[src/rtl/spi_irq_pkg.sv]
package spi_irq_pkg;

    localparam int NUM_FIFO_SRC = 3;
    localparam int NUM_DMA_BUF  = 2;
    localparam int NUM_EVT      = NUM_FIFO_SRC + 2 * NUM_DMA_BUF + 2;

    // Flag bit positions (LSB first): fifo sources, tx dma, rx dma, overrun, underrun
    localparam int BIT_TX_IDLE   = 0;
    localparam int BIT_TX_FREE   = 1;
    localparam int BIT_RX_VALID  = 2;
    localparam int BIT_TX_DMA0   = NUM_FIFO_SRC;
    localparam int BIT_RX_DMA0   = BIT_TX_DMA0 + NUM_DMA_BUF;
    localparam int BIT_OVERRUN   = BIT_RX_DMA0 + NUM_DMA_BUF;
    localparam int BIT_UNDERRUN  = BIT_OVERRUN + 1;

    typedef enum logic {
        SENSE_EDGE  = 1'b0,
        SENSE_LEVEL = 1'b1
    } sense_e;

    typedef struct packed {
        logic                   tx_underrun;
        logic                   rx_overrun;
        logic [NUM_DMA_BUF-1:0] rx_dma_done;
        logic [NUM_DMA_BUF-1:0] tx_dma_done;
        logic [NUM_FIFO_SRC-1:0] fifo;
    } evt_t;

    typedef logic [NUM_EVT-1:0] evt_vec_t;

    function automatic evt_vec_t merge_flags(evt_vec_t cur, evt_vec_t clr, evt_vec_t set);
        return (cur & ~clr) | set;
    endfunction

endpackage

[src/rtl/spi_irq_edge_sense.sv]
module spi_irq_edge_sense #(
    parameter int W       = 1,
    parameter bit FALLING = 1'b0
) (
    input  logic         clk,
    input  logic [W-1:0] sig_i,
    output logic [W-1:0] pulse_o
);
    logic [W-1:0] prev_q;

    // Tracks the input during reset too, so levels present at release are not edges.
    always_ff @(posedge clk) begin
        prev_q <= sig_i;
    end

    generate
        if (FALLING) begin : g_fall
            assign pulse_o = prev_q & ~sig_i;
        end else begin : g_rise
            assign pulse_o = sig_i & ~prev_q;
        end
    endgenerate
endmodule

[src/rtl/spi_irq_fifo_src.sv]
module spi_irq_fifo_src
    import spi_irq_pkg::*;
#(
    parameter int W = NUM_FIFO_SRC
) (
    input  logic         clk,
    input  logic [W-1:0] stat_i,
    input  sense_e       mode_i,
    output logic [W-1:0] set_o
);
    logic [W-1:0] rise;

    spi_irq_edge_sense #(.W(W), .FALLING(1'b0)) u_rise (
        .clk     (clk),
        .sig_i   (stat_i),
        .pulse_o (rise)
    );

    always_comb begin
        if (mode_i == SENSE_LEVEL) set_o = stat_i;
        else                       set_o = rise;
    end
endmodule

[src/rtl/spi_irq_flag_bank.sv]
module spi_irq_flag_bank
    import spi_irq_pkg::*;
(
    input  logic     clk,
    input  logic     rst,
    input  evt_vec_t set_i,
    input  evt_vec_t clr_i,
    output evt_vec_t flags_o
);
    evt_vec_t flags_q;

    always_ff @(posedge clk) begin
        if (rst) flags_q <= '0;
        else     flags_q <= merge_flags(flags_q, clr_i, set_i);
    end

    assign flags_o = flags_q;

    for (genvar i = 0; i < NUM_EVT; i++) begin : g_chk
        p_hold_r6: assert property (@(posedge clk) disable iff (rst)
            flags_q[i] && !clr_i[i] |=> flags_q[i]);
        p_clear_r6: assert property (@(posedge clk) disable iff (rst)
            flags_q[i] && clr_i[i] && !set_i[i] |=> !flags_q[i]);
        p_set_wins_r7: assert property (@(posedge clk) disable iff (rst)
            set_i[i] |=> flags_q[i]);
    end
endmodule

[src/rtl/spi_irq_flags.sv]
module spi_irq_flags
    import spi_irq_pkg::*;
(
    input  logic                   clk,
    input  logic                   rst,
    input  logic                   tx_idle_i,
    input  logic                   tx_free_i,
    input  logic                   rx_valid_i,
    input  logic [NUM_DMA_BUF-1:0] tx_dma_act_i,
    input  logic [NUM_DMA_BUF-1:0] rx_dma_act_i,
    input  logic                   rx_overrun_i,
    input  logic                   tx_underrun_i,
    input  logic [NUM_EVT-1:0]     irq_en_i,
    input  logic                   irq_top_en_i,
    input  logic                   level_mode_i,
    input  logic [NUM_EVT-1:0]     clr_i,
    output logic [NUM_EVT-1:0]     flags_o,
    output logic                   irq_o
);
    evt_t                    ev;
    logic [NUM_FIFO_SRC-1:0] fifo_stat;
    logic [NUM_FIFO_SRC-1:0] fifo_set;
    logic [NUM_DMA_BUF-1:0]  tx_done;
    logic [NUM_DMA_BUF-1:0]  rx_done;
    sense_e                  mode;
    evt_vec_t                flags;

    assign fifo_stat = {rx_valid_i, tx_free_i, tx_idle_i};
    assign mode      = level_mode_i ? SENSE_LEVEL : SENSE_EDGE;

    spi_irq_fifo_src #(.W(NUM_FIFO_SRC)) u_fifo (
        .clk    (clk),
        .stat_i (fifo_stat),
        .mode_i (mode),
        .set_o  (fifo_set)
    );

    spi_irq_edge_sense #(.W(NUM_DMA_BUF), .FALLING(1'b1)) u_tx_dma (
        .clk     (clk),
        .sig_i   (tx_dma_act_i),
        .pulse_o (tx_done)
    );

    spi_irq_edge_sense #(.W(NUM_DMA_BUF), .FALLING(1'b1)) u_rx_dma (
        .clk     (clk),
        .sig_i   (rx_dma_act_i),
        .pulse_o (rx_done)
    );

    always_comb begin
        ev.fifo        = fifo_set;
        ev.tx_dma_done = tx_done;
        ev.rx_dma_done = rx_done;
        ev.rx_overrun  = rx_overrun_i;
        ev.tx_underrun = tx_underrun_i;
    end

    spi_irq_flag_bank u_bank (
        .clk     (clk),
        .rst     (rst),
        .set_i   (ev),
        .clr_i   (clr_i),
        .flags_o (flags)
    );

    assign flags_o = flags;
    assign irq_o   = irq_top_en_i & (|(flags & irq_en_i));

    p_edge_rise_r2: assert property (@(posedge clk) disable iff (rst)
        !level_mode_i && $rose(rx_valid_i) |=> flags_o[BIT_RX_VALID]);
    p_level_high_r3: assert property (@(posedge clk) disable iff (rst)
        level_mode_i && tx_idle_i |=> flags_o[BIT_TX_IDLE]);
    p_overrun_r5: assert property (@(posedge clk) disable iff (rst)
        rx_overrun_i |=> flags_o[BIT_OVERRUN]);
    p_underrun_r5: assert property (@(posedge clk) disable iff (rst)
        tx_underrun_i |=> flags_o[BIT_UNDERRUN]);
    p_irq_gate_r8: assert property (@(posedge clk) disable iff (rst)
        !irq_top_en_i |-> !irq_o);
    p_irq_cause_r8: assert property (@(posedge clk) disable iff (rst)
        irq_o |-> flags_o != '0);

    for (genvar b = 0; b < NUM_DMA_BUF; b++) begin : g_dma_chk
        p_tx_dma_fall_r4: assert property (@(posedge clk) disable iff (rst)
            $fell(tx_dma_act_i[b]) |=> flags_o[BIT_TX_DMA0 + b]);
        p_rx_dma_fall_r4: assert property (@(posedge clk) disable iff (rst)
            $fell(rx_dma_act_i[b]) |=> flags_o[BIT_RX_DMA0 + b]);
    end
endmodule

[config.mk]
export PLATFORM = sky130hd
export DESIGN_NAME = spi_irq_flags
export DESIGN_NICKNAME = d
export VERILOG_FILES = /design/src/rtl/spi_irq_pkg.sv /design/src/rtl/spi_irq_edge_sense.sv /design/src/rtl/spi_irq_fifo_src.sv /design/src/rtl/spi_irq_flag_bank.sv /design/src/rtl/spi_irq_flags.sv
export SDC_FILE = /design/constraint.sdc
export NUM_CORES = 1
export LEC_CHECK = 0
export ABC_AREA = 1
export ABC_CLOCK_PERIOD_IN_PS = 950
export CORE_ASPECT_RATIO = 0.8
export CORE_MARGIN = 2
export CORE_UTILIZATION = 33
export CTS_CLUSTER_DIAMETER = 200
export DETAILED_ROUTE_END_ITERATION = 7
export PLACE_DENSITY = 0.77
export SLEW_MARGIN = 20
export SYNTH_ARGS = -nofsm -noshare
export SYNTH_HDL_FRONTEND = slang
export SYNTH_SLANG_ARGS = --single-unit
[constraint.sdc]
create_clock -name clk -period 0.95 [get_ports clk]
set_input_delay 0.19 -clock clk [delete_from_list [all_inputs] [get_ports clk]]
set_output_delay 0.19 -clock clk [all_outputs]
set_load 0.01 [all_outputs]
Yosys cells after proc, flatten, opt, wreduce, memory -nomap -nowiden

Index checks and enable logic that the tools add are counted.
Widths: inputs -> output; s select.

Bits in registers: 16
Output and inout port bits: 10

Mux-type cells: 2
Bitwise operators: 11
Reductions and logical operators: 1

Operators by type and width:

| cell            | count |
|---|---|
| $and 9x9->9     | 2 |
| $not 9->9       | 1 |
| $or 9x9->9      | 1 |
| $reduce_or 9->1 | 1 |
| $and 2x2->2     | 2 |
| $not 2->2       | 2 |
| $and 3x3->3     | 1 |
| $mux 3          | 1 |
| $not 3->3       | 1 |
| $and 1x1->1     | 1 |
| $mux 1          | 1 |

Logic depth before layout (Yosys ltp)

Word-level depth: 4
Mapped depth: 6

By module

From an unflattened synthesis, not the netlist that was laid out.

Cells, all modules: 94
Area total of the unflattened synthesis: 689.4 um^2

Modules (own cells, without submodules):

| module                             | instances | cells an instance | area each (um^2) | seq. area each (um^2) |
|---|---|---|---|---|
| spi_irq_flag_bank                  | 1         | 46                | 371.6            | 180.2 |
| spi_irq_edge_sense (u_rx_dma ...)  | 2         | 6                 | 60.1             | 40.0 |
| spi_irq_edge_sense (u_fifo.u_rise) | 1         | 9                 | 90.1             | 60.1 |
| spi_irq_flags                      | 1         | 17                | 70.1             | 0.0 |
| spi_irq_fifo_src                   | 1         | 10                | 37.5             | 0.0 |

Least setup slack after synthesis

No wires, ideal clock.

Path type: reg2out
From: reg u_bank.flags_q[5], in the netlist u_bank.flags_o[5]
To: out irq_o
Arrival time: 708 ps
Slack: 52 ps
Cell stages (with the launch flop): 7
Cells stage by stage: dfxtp_1 nand2_1 nand2_1 nor2_1 nand3_1 nand2_1 inv_1

Cells in the longest elaborated chain, start to end: 3

RTL lines:

| what                   | line                    | source |
|---|---|---|
| from (decl)            | spi_irq_flag_bank.sv:10 | `evt_vec_t flags_q;` |
| from (signal assigned) | spi_irq_flag_bank.sv:14 | `else flags_q <= merge_flags(flags_q, clr_i, set_i);` |
| $and 9x9->9            | spi_irq_flags.sv:67     | `assign irq_o = irq_top_en_i & (\|(flags & irq_en_i));` |
| $reduce_or 9->1        | spi_irq_flags.sv:67     |  |
| $and 1x1->1            | spi_irq_flags.sv:67     |  |
| to (decl)              | spi_irq_flags.sv:18     | `output logic irq_o` |

Every way passes these cells.

Worst setup path in the final report

From: in irq_en_i[0]
To: out irq_o

Cells in the longest elaborated chain, start to end: 3

RTL lines:

| what            | line                | source |
|---|---|---|
| from (decl)     | spi_irq_flags.sv:13 | `input logic [NUM_EVT-1:0] irq_en_i,` |
| $and 9x9->9     | spi_irq_flags.sv:67 |  |
| $reduce_or 9->1 | spi_irq_flags.sv:67 |  |
| $and 1x1->1     | spi_irq_flags.sv:67 |  |

Every way passes these cells.

==> impl_results.md <==
- Die area: about 2100 um^2
- DP Wirelength: about 1200 um
- Sink Count: 16
- Post-Syn Area: a little under 600 um^2
- GRT Total Usage: between 15 and 20%
- First-pass GRT wire length: between 2000 and 3000 um
- PwrDens: about 1300 nW/um^2
- Clk slew on worst S/H paths: ~0.09 ns
- Most frequent CP cell: nand2_1
- Slowest Stage Delay on Critical Path: 0.45 ns
- Area grow syn2layout: 108%
- Slew Limit Headroom: 90.2%
- Post-placement cell area: ~1100 um^2
- Layout cell share with drive strength beyond 1: between 30% and 40%
- # diodes: 0
- Crit Path Max Fanout: 1
- Sequential area share after synthesis: between 50% and 60%
- Avg WL per Cell: between 10 and 15 um
- CTS tree: done
- Worst path depth: 8
- Root Driver: clkbuf_4
- Number of hold violations in the final report: 0
- Critical Path, Cell by Cell: clkdlybuf4s50_1 -> nand2_2 -> nand2_1 -> nor2_1 -> nand3_1 -> nand2_1 -> inv_1 -> buf_6
- Die Y: 41.6 um
- RD Place Congestion: 0.722
- Failing checks: setup timing
- Yosys reg bits: 16
- Cell variety after synth: 12
- HP Class: in -> reg
- DR pass1 iterations: 4
- Initial antenna violation count: 0
- Final cell count without fillers: about 160
- Min cycle time layout: 1.37 ns
- Gr ovfl total: 0
- Fin. max-slew vios: 0
- Critical Path Source: irq_en_i[0]
- Total CTS buffers: 3
- Vias in the first global route: between 600 and 700
- Clock buffer depth: 2
- R2R Path End: u_bank.flags_o[6]
- Placed Cells: 150
- Largest net degree at the start of global routing: 10
- Iteration-0 DRC Markers: 15
- Reg2reg setup slack: roughly 0.07 ns
- CP endpoint: irq_o
- R2R depth: 6
- CP required: 0.76 ns
- Nets: between 150 and 200
- Row cnt: 13
- Final worst-path setup slack: -0.421 ns
- CP delay by family, top: buffers and inverters
- Syn. warnings: 0
- Core Region: 1640 um^2
- Worst R2R Start: u_bank.flags_o[6]
- Leak: ~0.6 nW
- Total DRC errors in the routed layout: 0
- Die Wd: 51.0 um
- Post-route clock period utilization: 144%
- Critical path endpoint category: output port
- Worst path slowest cell: clkdlybuf4s50_1
- Routed Antenna Nets: 0
- Mapped Cells: between 70 and 80
- Post-route cell area: between 1000 and 1500 um^2
- Max-Cap Viols: 0
- Status: finished with violations
- Maximum vdd drop: roughly 1000 uV
- Initial Utilization: between 30% and 40%
- Setup CP Type: in -> out
- Vias: 657
- Io pins: between 40 and 50
- Final Setup Violations: 10
- Post-Route WL: between 1500 and 2000 um
- Clk_lat worst skew: approximately 0.29 ns
- RSZ-0062 raised after global routing: true
- Worst-Margin Slew: 0.145 ns
- # port buffers: 40
- Via/cell ratio: 4.18
- Buf/Inv on CP: 3
- Worst EP arrival: about 1.2 ns
- Startpoint Class: input port
- Average size of a mapped cell: 7.49 um^2
- Clk_skew: 0.000880 ns
- Syn Nets: between 100 and 150
- H-tree depth: 1
- Power, Total: 1.55 mW
- Fmax: 0.730 GHz
cell families after synthesis:
| logic type | synth area share, % |
|---|---|
| DFF | 54.8 |
| and+or+nand+nor | 17.3 |
| AOI/OAI and AO/OA | 12.2 |
| buffers and inverters | 15.6 |
worst min-delay path by stage:
| stage | from | endpoint | cells after the start |
|---|---|---|---|
| 3_3_place_gp | u_rx_dma.prev_q[0] | u_bank.flags_o[5] | 4 |
| 2_1_floorplan | tx_idle_i | u_fifo.u_rise.prev_q[0] | 0 |
| 4_1_cts | tx_idle_i | u_fifo.u_rise.prev_q[0] | 1 |
| 6_report | tx_idle_i | u_fifo.u_rise.prev_q[0] | 1 |
| 3_5_place_dp | u_rx_dma.prev_q[0] | u_bank.flags_o[5] | 4 |
| 5_1_grt | tx_idle_i | u_fifo.u_rise.prev_q[0] | 1 |
synth_stat cells:
master,number,area [um^2]
nand2_1,17,63.8
o22ai_1,3,18.8
nor2_2,1,6.26
o21ai_0,3,15.0
dfxtp_1,16,320
nor2_1,7,26.3
inv_2,1,3.75
o22ai_2,1,12.5
nand3_1,1,5.00
a21oi_1,5,25.0
inv_1,22,82.6
buf_2,1,5.00
state kept, by name, summed over array words and instances (netlist names):
register / count
u_tx_dma.prev_q: 2
u_bank.flags_o: 9
u_rx_dma.prev_q: 2
u_fifo.u_rise.prev_q: 3
repair_timing:
item,4_1_cts,5_1_grt
gates resized for setup,66,4
hold buffers,0,0
buffers inserted,2,3
endpoints found under the hold margin,0,0
setup endpoints to repair,10,10
pin swaps,1,7
metrics by stage:
stage          hold WS [ns]  setup WS [ns]  setup TNS (ns)  utilization (%)
2_1_floorplan         0.218         0.0520               0                -
3_3_place_gp          0.504         -0.728           -2.54             66.3
3_5_place_dp          0.525         -0.723           -2.71             66.3
4_1_cts               0.359         -0.385           -1.24             71.4
5_1_grt               0.348         -0.524           -1.87             73.9
6_report              0.362         -0.421           -1.41             73.9
power breakdown:
| part | switching, mW | internal (mW) |
|---|---|---|
| clock | 0.218 | 0.234 |
| sequential | 0.0200 | 0.715 |
| combinational | 0.118 | 0.247 |
worst register-to-register path, delay by kind of cell, from the launching register on:
family	cells	cell delay [ns]
AOI/OAI and AO/OA	1	0.07
buffers and inverters	4	0.34
DFF	1	0.34
and+or+nand+nor	1	0.04
layout make-up:
class	instances	area, um^2
Multi-Input combinational cell	38	184
Fill cell	116	429
Clock buffer	4	36.3
Timing Repair Buffer	54	548
Tap cell	22	27.5
Sequential cell	16	332
Inverter	23	86.3
metal layers:
| metal | wire (um) | part of all wire (%) | track usage, % |
|---|---|---|---|
| met5 | 0 | 0 | 0 |
| met2 | 823 | 49 | 26.8 |
| met1 | 723 | 43 | 18.2 |
| met4 | 0 | 0 | 4.86 |
| met3 | 133 | 7.9 | 7.55 |
layout by cell type (no fill, tap or decap):
cell	netlist	layout
clkdlybuf4s50_1	0	30
inv_1	22	22
buf_6	0	18
nand2_1	17	15
dfxtp_2	0	9
nor2_1	7	7
dfxtp_1	16	7
buf_4	0	6
a21oi_1	5	5
o21ai_0	3	3
clkbuf_4	0	3
nand2_2	0	2
o22ai_2	1	2
o22ai_1	3	2
inv_2	1	1
nand3_1	1	1
nor2_2	1	1
clkbuf_8	0	1
(Power assumes the default switching activity.)
